==> src/rtl/lpm_pkg.sv <==
package lpm_pkg;
  typedef enum logic [3:0] {
    MODE_ACT   = 4'b0001,
    MODE_SLP   = 4'b0010,
    MODE_STBY  = 4'b0100,
    MODE_WATCH = 4'b1000
  } mode_e;

  typedef enum logic [1:0] {
    TGT_SLP,
    TGT_STBY,
    TGT_WATCH,
    TGT_XFER
  } sleep_tgt_e;
endpackage

==> src/rtl/lpm_sleep_decode.sv <==
module lpm_sleep_decode
  import lpm_pkg::*;
(
  input  logic       stby_sel_i,
  input  logic       lowspd_en_i,
  input  logic       tclk_src_i,
  output sleep_tgt_e tgt_o
);
  always_comb begin
    if (stby_sel_i && tclk_src_i)        tgt_o = TGT_WATCH;
    else if (stby_sel_i && !lowspd_en_i) tgt_o = TGT_STBY;
    else if (!stby_sel_i && !lowspd_en_i) tgt_o = TGT_SLP;
    else                                  tgt_o = TGT_XFER;
  end
endmodule

==> src/rtl/lpm_wake_filter.sv <==
module lpm_wake_filter
  import lpm_pkg::*;
#(
  parameter int NUM_SRC  = 16,
  parameter int IRQ0_BIT = 0,
  parameter int WKP_LO   = 1,
  parameter int WKP_N    = 8,
  parameter int TMR_LO   = 9,
  parameter int TMR_N    = 3
) (
  input  logic               clk_i,
  input  logic               rst_ni,
  input  mode_e              mode_i,
  input  logic [NUM_SRC-1:0] req_i,
  input  logic [NUM_SRC-1:0] en_i,
  input  logic               mask_i,
  output logic               wake_o
);
  localparam int WKP_HI = WKP_LO + WKP_N;
  localparam int TMR_HI = TMR_LO + TMR_N;

  logic [NUM_SRC-1:0] stby_allow, watch_allow, allow, live;

  for (genvar i = 0; i < NUM_SRC; i++) begin : g_allow
    assign stby_allow[i]  = (i == IRQ0_BIT) || (i >= WKP_LO && i < WKP_HI);
    assign watch_allow[i] = stby_allow[i] || (i >= TMR_LO && i < TMR_HI);
  end

  always_comb begin
    unique case (mode_i)
      MODE_STBY:  allow = stby_allow;
      MODE_WATCH: allow = watch_allow;
      MODE_SLP:   allow = '1;
      default:    allow = '0;
    endcase
  end

  assign live   = req_i & en_i & allow;
  assign wake_o = !mask_i && (|live);

  AST_MASK_BLOCKS: assert property (@(posedge clk_i) disable iff (!rst_ni)
    mask_i |-> !wake_o);
  AST_NO_WAKE_ACT: assert property (@(posedge clk_i) disable iff (!rst_ni)
    (mode_i == MODE_ACT) |-> !wake_o);
endmodule

==> src/rtl/lpm_clk_ctrl.sv <==
module lpm_clk_ctrl
  import lpm_pkg::*;
#(
  parameter int DIV_SEL_W     = 2,
  parameter int BASE_DIV_LOG2 = 4,
  parameter int DIV_W         = BASE_DIV_LOG2 + (1 << DIV_SEL_W)
) (
  input  logic                 clk_i,
  input  logic                 rst_ni,
  input  mode_e                mode_q_i,
  input  mode_e                mode_d_i,
  input  logic [DIV_SEL_W-1:0] div_sel_i,
  output logic                 clk_en_o,
  output logic [DIV_W-1:0]     div_ratio_o
);
  localparam logic [DIV_W-1:0] DIV_RST = DIV_W'(1) << BASE_DIV_LOG2;

  logic             clk_en_q;
  logic [DIV_W-1:0] div_q;

  always_ff @(posedge clk_i or negedge rst_ni) begin
    if (!rst_ni) begin
      clk_en_q <= 1'b1;
      div_q    <= DIV_RST;
    end else begin
      // re-enable only once the mode was already active for a cycle
      clk_en_q <= (mode_d_i == MODE_ACT) && (mode_q_i == MODE_ACT);
      if (mode_q_i == MODE_ACT) div_q <= DIV_RST << div_sel_i;
    end
  end

  assign clk_en_o    = clk_en_q;
  assign div_ratio_o = div_q;

  AST_DIV_HELD: assert property (@(posedge clk_i) disable iff (!rst_ni)
    (mode_q_i != MODE_ACT) |=> $stable(div_q));
  AST_CLKEN_LOWPWR: assert property (@(posedge clk_i) disable iff (!rst_ni)
    (mode_q_i != MODE_ACT) |-> !clk_en_q);
endmodule

==> src/rtl/lpm_ctrl.sv <==
module lpm_ctrl
  import lpm_pkg::*;
#(
  parameter int NUM_SRC   = 16,
  parameter int DIV_SEL_W = 2,
  parameter int BASE_LOG2 = 4,
  localparam int DIV_W    = BASE_LOG2 + (1 << DIV_SEL_W)
) (
  input  logic                 clk_i,
  input  logic                 rst_ni,
  input  logic                 sleep_req_i,
  input  logic                 stby_sel_i,
  input  logic                 lowspd_en_i,
  input  logic                 medspd_sel_i,
  input  logic                 tclk_src_i,
  input  logic [DIV_SEL_W-1:0] div_sel_i,
  input  logic [NUM_SRC-1:0]   irq_req_i,
  input  logic [NUM_SRC-1:0]   irq_en_i,
  input  logic                 irq_mask_i,
  output logic [3:0]           mode_o,
  output logic                 cpu_clk_en_o,
  output logic [DIV_W-1:0]     div_ratio_o,
  output logic                 direct_xfer_o
);
  mode_e      mode_q, mode_d;
  sleep_tgt_e tgt;
  logic       wake, xfer_q, xfer_d;

  lpm_sleep_decode u_dec (
    .stby_sel_i (stby_sel_i),
    .lowspd_en_i(lowspd_en_i),
    .tclk_src_i (tclk_src_i),
    .tgt_o      (tgt)
  );

  lpm_wake_filter #(.NUM_SRC(NUM_SRC)) u_wake (
    .clk_i (clk_i),
    .rst_ni(rst_ni),
    .mode_i(mode_q),
    .req_i (irq_req_i),
    .en_i  (irq_en_i),
    .mask_i(irq_mask_i),
    .wake_o(wake)
  );

  lpm_clk_ctrl #(.DIV_SEL_W(DIV_SEL_W), .BASE_DIV_LOG2(BASE_LOG2)) u_clk (
    .clk_i      (clk_i),
    .rst_ni     (rst_ni),
    .mode_q_i   (mode_q),
    .mode_d_i   (mode_d),
    .div_sel_i  (div_sel_i),
    .clk_en_o   (cpu_clk_en_o),
    .div_ratio_o(div_ratio_o)
  );

  always_comb begin
    mode_d = mode_q;
    xfer_d = 1'b0;
    if (mode_q == MODE_ACT) begin
      if (sleep_req_i) begin
        unique case (tgt)
          TGT_SLP:   mode_d = MODE_SLP;
          TGT_STBY:  mode_d = MODE_STBY;
          TGT_WATCH: mode_d = MODE_WATCH;
          default:   xfer_d = 1'b1;
        endcase
      end
    end else if (wake) begin
      if (medspd_sel_i && !lowspd_en_i) mode_d = MODE_ACT;
      else                              xfer_d = 1'b1;
    end
  end

  always_ff @(posedge clk_i or negedge rst_ni) begin
    if (!rst_ni) begin
      mode_q <= MODE_ACT;
      xfer_q <= 1'b0;
    end else begin
      mode_q <= mode_d;
      xfer_q <= xfer_d;
    end
  end

  assign mode_o        = mode_q;
  assign direct_xfer_o = xfer_q;

  AST_MODE_ONEHOT: assert property (@(posedge clk_i) disable iff (!rst_ni)
    $onehot(mode_q));
  AST_XFER_HOLDS: assert property (@(posedge clk_i) disable iff (!rst_ni)
    xfer_q |-> (mode_q == $past(mode_q)));
  AST_LP_HOLD: assert property (@(posedge clk_i) disable iff (!rst_ni)
    ((mode_q != MODE_ACT) && !wake) |=> $stable(mode_q));
endmodule

==> config.mk <==
export PLATFORM = sky130hd
export DESIGN_NAME = lpm_ctrl
export DESIGN_NICKNAME = d
export VERILOG_FILES = /design/src/rtl/lpm_pkg.sv /design/src/rtl/lpm_sleep_decode.sv /design/src/rtl/lpm_wake_filter.sv /design/src/rtl/lpm_clk_ctrl.sv /design/src/rtl/lpm_ctrl.sv
export SDC_FILE = /design/constraint.sdc
export NUM_CORES = 1
export LEC_CHECK = 0
export BUFFER_PORTS_ARGS = -buffer_cell sky130_fd_sc_hd__buf_4
export CAP_MARGIN = 15
export CORE_MARGIN = 3
export CORE_UTILIZATION = 38
export CTS_CLUSTER_SIZE = 20
export DETAILED_ROUTE_END_ITERATION = 10
export GPL_TIMING_DRIVEN = 0
export PLACE_DENSITY = 0.83
export SETUP_SLACK_MARGIN = 0.05
export SLEW_MARGIN = 5
export SYNTH_ARGS = -nofsm -noshare
export SYNTH_HDL_FRONTEND = slang
export SYNTH_SLANG_ARGS = --single-unit
export TNS_END_PERCENT = 1
==> constraint.sdc <==
create_clock -name clk_i -period 3.9 [get_ports clk_i]
set_input_delay 0.78 -clock clk_i [delete_from_list [all_inputs] [get_ports clk_i]]
set_output_delay 0.78 -clock clk_i [all_outputs]
set_load 0.05 [all_outputs]
==> results of run 1 <==
[logic make-up after synthesis]
logic type | count (synthesis) | synth area share (%)
AO/OA/AOI/OAI | 22 | 27.94
other | 1 | 0.6296
flip-flops | 10 | 42.65
AND/OR/NAND/NOR | 19 | 16.39
buffers and inverters | 8 | 7.772
XOR/XNOR | 2 | 2.942
multiplexers | 1 | 1.681
[synthesized netlist by cell type, drive strengths merged, types with 2 or more instances]
| master | instances |
|---|---|
| nand2 | 9 |
| dfrtp | 7 |
| buf | 5 |
| o21ai | 5 |
| a22oi | 3 |
| dfstp | 3 |
| inv | 3 |
| nand2b | 3 |
| a21oi | 2 |
| a222oi | 2 |
| nand4 | 2 |
[cells in the final DEF, fill, tap and decap left out]
master | synthesis | final
xnor2_1 | 1 | 1
o31ai_1 | 1 | 1
nand4_1 | 2 | 2
nand2_1 | 9 | 9
a211oi_2 | 1 | 1
clkbuf_1 | 0 | 1
clkbuf_4 | 0 | 3
dfstp_2 | 3 | 3
a31o_1 | 1 | 1
a22oi_1 | 3 | 3
a222oi_1 | 2 | 2
or4b_1 | 1 | 1
a221oi_1 | 1 | 1
mux2i_1 | 1 | 1
inv_1 | 3 | 3
dfrtp_1 | 7 | 7
a21oi_1 | 2 | 2
nand2b_1 | 3 | 3
buf_2 | 1 | 1
xor2_1 | 1 | 1
nor4_1 | 1 | 1
a22o_1 | 1 | 1
o32ai_1 | 1 | 1
o211ai_1 | 1 | 1
o22a_1 | 1 | 1
o21ai_0 | 5 | 5
nand3_1 | 1 | 1
or4_1 | 1 | 1
nor2_1 | 1 | 1
o2bb2ai_1 | 1 | 1
conb_1 | 1 | 4
a41oi_1 | 1 | 1
buf_4 | 4 | 55
[power groups by stage]
| stage | sequential, mW | combinational [mW] | clock, mW |
|---|---|---|---|
| after global placement | 0.195 | 0.415 | 0 |
| after global routing | 0.203 | 0.451 | 0.0835 |
| final | 0.196 | 0.425 | 0.0716 |
| after CTS | 0.196 | 0.427 | 0.0744 |
| after detailed placement | 0.198 | 0.426 | 0 |
| after floorplan | 0.346 | 0.136 | 0 |
[metal layers]
| layer | global-route usage (%) | wire (um) |
|---|---|---|
| met1 | 21.38 | 661 |
| met2 | 38.72 | 1135 |
| met3 | 7.115 | 77 |
| met4 | 3.509 | 0 |
| met5 | 0 | 0 |
[how the worst max path moves through the flow]
stage	start	endpoint	slack (ps)	cells after the start
floorplan	mode_o[3]$_DFF_PN0_	mode_o[1]$_DFF_PN0_	2100	6
global placement	irq_req_i[9]	mode_o[0]$_DFF_PN1_	1870	6
detailed placement	irq_req_i[9]	mode_o[0]$_DFF_PN1_	1810	6
CTS	mode_o[0]$_DFF_PN1_	mode_o[0]	2050	1
global route	irq_req_i[9]	mode_o[1]$_DFF_PN0_	1980	6
finish	mode_o[0]$_DFF_PN1_	mode_o[0]	2060	1
[sequential cells by signal, indices dropped and copies added (netlist names)]
signal,cells
direct_xfer_o,1
u_clk.div_ratio_o,4
u_clk.clk_en_o,1
mode_o,4
[metrics by stage]
| stage | utilization, % | total power [mW] | worst slack (ps) | instances | cell area, um2 |
|---|---|---|---|---|---|
| 3_3_place_gp | 72.94 | 0.6105 | 1872 | 132 | 1008 |
| 5_1_grt | 74.84 | 0.7373 | 1985 | 136 | 1035 |
| 4_1_cts | 74.84 | 0.6975 | 2050 | 136 | 1035 |
| 2_1_floorplan | - | 0.4820 | 2097 | 66 | 606.8 |
| 3_5_place_dp | 72.94 | 0.6235 | 1813 | 132 | 1008 |
| 6_report | 74.84 | 0.6919 | 2060 | 136 | 1035 |
[final cells by class]
type,instances,area [um2],area share [%]
Tap cell,15,18.77,1.814
Clock buffer,4,26.28,2.539
Sequential cell,10,254.0,24.55
Buffer,5,35.03,3.386
Timing Repair Buffer,51,382.9,37.00
Inverter,3,11.26,1.088
Multi-Input combinational cell,48,306.5,29.63
==> metrics.md, run 1 <==
| Metric | Value |
|---|---|
| Core region area | `1383 um2` |
| VDD IR-drop max | `between 0.3 and 0.4 mV` |
| Gate power share | `61.4%` |
| Total CTS buffers | `3` |
| Filler Cells Inserted | `around 120` |
| Grt ovf | `0` |
| Vias | `693` |
| Sequential area share after synthesis | `42.65%` |
| Largest net degree at the start of global routing | `11` |
| Yosys reg bits | `10` |
| Post-DP HPWL | `1678 um` |
| Iter 0 DRT Violations | `15` |
| Fin Hold WS | `330.2 ps` |
| FF-to-FF End | `mode_o[1]$_DFF_PN0_` |
| Number of max-cap violations | `0` |
| Routed wire length | `1874 um` |
| Final Hold Viols | `0` |
| H-tree depth | `1` |
| Dominant cell type by area after synthesis | `dfrtp_1` |
| Gpl congestion | `between 0.7 and 0.8` |
| CTS clk-pin slew, worst paths | `roughly 60 ps` |
| # setup viols final | `0` |
| Worst clock skew | `6.978 ps` |
| Worst Path Max Fanout | `7` |
| Via density | `5.096` |
| Tot GR Track Use | `20.41%` |
| Initial Util | `about 43%` |
| Layout area overhead | `73.74%` |
| Initial antenna violation count | `0` |
| Pins Over Slew Limit | `0` |
| CP max stage delay | `590 ps` |
| Status | `finished clean` |
| Seq pwr share | `28.3%` |
| Critical path startpoint category | `flip-flop` |
| CTS tree | `yes` |
| Bufs and invs on worst path | `1` |
| First-pass GRT wire length | `2994 um` |
| Sw Share | `about half` |
| Top post-synthesis cells by area | `dfrtp_1 (29%), dfstp_2 (13%), nand2_1 (5.7%), buf_4 (5.0%), o21ai_0 (4.2%)` |
| Clk pwr share | `10.3%` |
| Tmin final | `1840 ps` |
| DRT antenna net count | `0` |
| CP Class | `reg -> out` |
| Setup TNS | `0 ps` |
| Area of the mapped netlist | `approximately 600 um2` |
| Setup crit end kind | `output pin` |
| Clock tree buffer depth | `2` |
| RSZ-0062 raised after global routing | `false` |
| Die height | `45.59 um` |
| CP top delay family | `flip-flops` |
| Required time worst endpoint | `3120 ps` |
| WL per Instance | `13.78 um` |
| I/O Pins | `56` |
| Nets@finish | `between 150 and 200` |
| Post-CTS setup buffer count | `0` |
| Resized cells post-CTS | `0` |
| Post-Syn Instances | `63` |
| Yosys top cell area share | `29.41%` |
| Vias in the first global route | `705` |
| Port Buf Inserts | `51` |
| Synth cell types | `31` |
| Reg2reg setup slack | `around 2200 ps` |
| Residual DRC | `0` |
| Num rows | `13` |
| Worst-path cell chain | `buf_4` |
| Final worst-path cycle share | `47.18%` |
| Sink Count | `10` |
| Sw Pwr | `348.8 uW` |
| Die width | `45.59 um` |
| Hold buffer count at CTS | `0` |
| Die footprint | `just over 2000 um2` |
| Arrival @ worst endpoint | `1060 ps` |
| Later-pin clock latency in the skew report | `260 ps` |
| Static leakage | `about 0.52 nW` |
| Total iterations of the first detailed-routing run | `4` |
| Internal power | `343.1 uW` |
| Hold Path Class | `in -> async` |
| Syn Area/Cell | `9.454 um2` |
| Reg2reg start | `mode_o[3]$_DFF_PN0_` |
| CP max-delay cell | `dfstp_2` |
| Share of post-route cells with drive strength above 1 | `52.07%` |
| Ys Warns | `0` |
| Post-synthesis async set-or-reset flop share | `100.0%` |
| Main flop type after synthesis | `dfrtp_1` |
| Fmax | `0.5435 GHz` |
| EDFF count, synth | `0` |
| Pwr per Cell Area | `~670 nW/um2` |
| FF-to-FF path depth | `6` |
| CTS root buf | `clkbuf_4` |
| ANT cells | `0` |
(Power assumes the default switching activity.)
==> inputs of run 2 (changes only) <==
ABC_AREA = 1   (was default)
PLACE_DENSITY = 0.77   (was 0.83)
clock period = 1.76 ns   (was 3.9 ns; I/O delays follow)
==> run 2 against run 1 <==
  * Cell area rose by 14%
  * Largest power group is now sequential cells
  * Wire length rose by 6.4%
  * Register-to-register slack got worse by 1900 ps
  * Clock skew rose by 0.90 ps
==> metrics.md, run 2 <==
| Metric | Value |
|---|---|
| Status | `finished clean` |
| Required time worst endpoint | `1410 ps` |
| Num rows | `15` |
| Port Buf Inserts | `51` |
| Iter 0 DRT Violations | `17` |
| Sequential area share after synthesis | `a little over a third` |
| Clk pwr share | `31.1%` |
| Seq pwr share | `43.8%` |
| Sw Share | `25.25%` |
| WL per Instance | `10.17 um` |
| Setup TNS | `0 ps` |
| CP top delay family | `flip-flops` |
| Post-Syn Instances | `112` |
| Worst clock skew | `7.881 ps` |
| Die width | `49.59 um` |
| Worst-path cell chain | `buf_4` |
| Synth top cells by count | `nand2_1 (43), inv_1 (17), nand3_1 (10)` |
| Most frequent cells in the layout | `buf_4 (56), nand2_1 (43), inv_1 (17)` |
| RSZ-0062 raised after global routing | `false` |
| # setup viols final | `0` |
| CTS root buf | `clkbuf_4` |
| CP max stage delay | `580 ps` |
| Syn Area/Cell | `6.446 um2` |
| I/O Pins | `56` |
| Bufs and invs on worst path | `1` |
| Post-synthesis async set-or-reset flop share | `between 90% and 100%` |
| Die footprint | `2459 um2` |
| VDD IR-drop max | `0.3814 mV` |
| Post-CTS setup buffer count | `0` |
| Later-pin clock latency in the skew report | `about 270 ps` |
| H-tree depth | `1` |
| Sink Count | `10` |
| Slew headroom | `around three fifths` |
| Pwr per Cell Area | `444.5 nW/um2` |
| Static leakage | `0.7055 nW` |
| Layout area overhead | `63.95%` |
| ANT cells | `0` |
| Pins Over Slew Limit | `0` |
| Nets@finish | `214` |
| Worst Path Max Fanout | `4` |
| CTS clk-pin slew, worst paths | `60 ps` |
| Commonest non-fill, non-tap cell in the layout | `buf_4` |
| Core region area | `1764 um2` |
| Initial Util | `between 40% and 50%` |
| Area of the mapped netlist | `721.9 um2` |
| Residual DRC | `0` |
| Post-DP HPWL | `1662 um` |
| First-pass GRT wire length | `between 3000 and 4000 um` |
| Slew @ Worst Pin | `585.6 ps` |
| Fmax | `0.7060 GHz` |
| Final worst-path cycle share | `80.48%` |
| Resized cells post-CTS | `0` |
| Top post-synthesis cells by area | `dfrtp_1 (24%), nand2_1 (22%), dfstp_2 (11%), inv_1 (8.8%), nand3_1 (6.9%)` |
| CP max-delay cell | `dfstp_2` |
| Main flop type after synthesis | `dfrtp_1` |
| Final Hold Viols | `0` |
| Vias in the first global route | `817` |
| Tmin final | `1416 ps` |
| Number of max-cap violations | `0` |
| Share of post-route cells with drive strength above 1 | `41.52%` |
| Pwr Total | `526.2 uW` |
| Clock tree buffer depth | `2` |
| Fin Hold WS | `~330 ps` |
| Total iterations of the first detailed-routing run | `4` |
| Largest net degree at the start of global routing | `11` |
| Yosys reg bits | `10` |
| Synth cell types | `19` |
| DRT antenna net count | `0` |
| EDFF count, synth | `0` |
| Ys Warns | `0` |
| Arrival @ worst endpoint | `1060 ps` |
| Critical path startpoint category | `flip-flop` |
| Grt ovf | `0` |
| Most frequent cell after synthesis | `nand2_1` |
| CP Class | `reg -> out` |
| Yosys top cell area share | `24.26%` |
| Dominant cell type by area after synthesis | `dfrtp_1` |
| Setup crit end kind | `output pin` |
| Routed wire length | `1993 um` |
| Via density | `4.378` |
| Hold Path Class | `in -> reg` |
| Die height | `49.59 um` |
| Gpl congestion | `0.7386` |
| Initial antenna violation count | `0` |
| Gate power share | `25.2%` |
| Tot GR Track Use | `between 10% and 20%` |
| Sw Pwr | `about 130 uW` |
| Vias | `858` |
| CTS tree | `yes` |
| Total CTS buffers | `3` |
| Internal power | `393.3 uW` |
-- run 2: cell count changes in the layout (fill, tap and decap cells not counted), sizes merged, moves of 2 or more --
| cell | change |
|---|---|
| nand2 | +36 |
| inv | +17 |
| nand3 | +10 |
| nor2 | +8 |
| a22oi | -3 |
| nand2b | -3 |
| a222oi | -2 |
| o21ai | +2 |
-- run 2: worst paths after layout --
path,start,end,slack (ps),depth (start not counted)
min,sleep_req_i,u_clk.clk_en_o$_DFF_PN1_,330,2
max in group asynchronous,rst_ni,u_clk.clk_en_o$_DFF_PN1_,1070,2
min in group asynchronous,rst_ni,direct_xfer_o$_DFF_PN0_,470,2
max,mode_o[0]$_DFF_PN1_,mode_o[0],340,1
min reg2reg,u_clk.div_ratio_o[4]$_DFFE_PN1P_,u_clk.div_ratio_o[4]$_DFFE_PN1P_,490,2
max reg2reg,mode_o[0]$_DFF_PN1_,u_clk.clk_en_o$_DFF_PN1_,380,2
-- run 2: cell type report --
class | count | area, um2
clock buffers | 4 | 26.28
inverters | 20 | 75.07
fillers | 180 | 580.6
multi-input cells | 80 | 366.6
flip-flops and latches | 10 | 254.0
repair buffers | 52 | 392.9
plain buffers | 5 | 37.54
well taps | 25 | 31.28
-- run 2: power by group through the flow --
stage / Clock [mW] / Sequential [mW] / Combinational [mW]
3_3_place_gp: 0 / 0.234 / 0.128
5_1_grt: 0.184 / 0.230 / 0.146
2_1_floorplan: 0 / 0.234 / 0.0511
3_5_place_dp: 0 / 0.234 / 0.131
6_report: 0.163 / 0.230 / 0.132
4_1_cts: 0.170 / 0.230 / 0.133
-- run 2: metal layers --
metal | vias to the layer above | track usage (%) | wire length (um)
met5 | - | 0 | 0
met2 | 38 | 31.50 | 1009
li1 | 450 | - | -
met4 | 0 | 4.147 | 17
met3 | 4 | 6.647 | 189
met1 | 366 | 20.19 | 777
-- run 2: logic make-up after synthesis --
logic type      share of synthesized area, %
simple gates                           41.42
flops                                  35.18
other cells                           0.5194
buf+inv                                15.60
compound gates                         7.279
-- run 2: repair_timing --
item / CTS / global route
hold buffers: 1 / 0
setup endpoints to repair: 0 / 0
hold endpoints to repair: 7 / 0
-- run 2: stage by stage --
step | util, % | setup slack, ps | cell area [um2] | cells
global route | 67.09 | 268.4 | 1184 | 196
floorplan | - | 261.6 | 733.2 | 115
CTS | 67.09 | 342.9 | 1184 | 196
detailed placement | 65.04 | 419.0 | 1147 | 191
finish | 67.09 | 343.6 | 1184 | 196
global placement | 65.04 | 414.0 | 1147 | 191
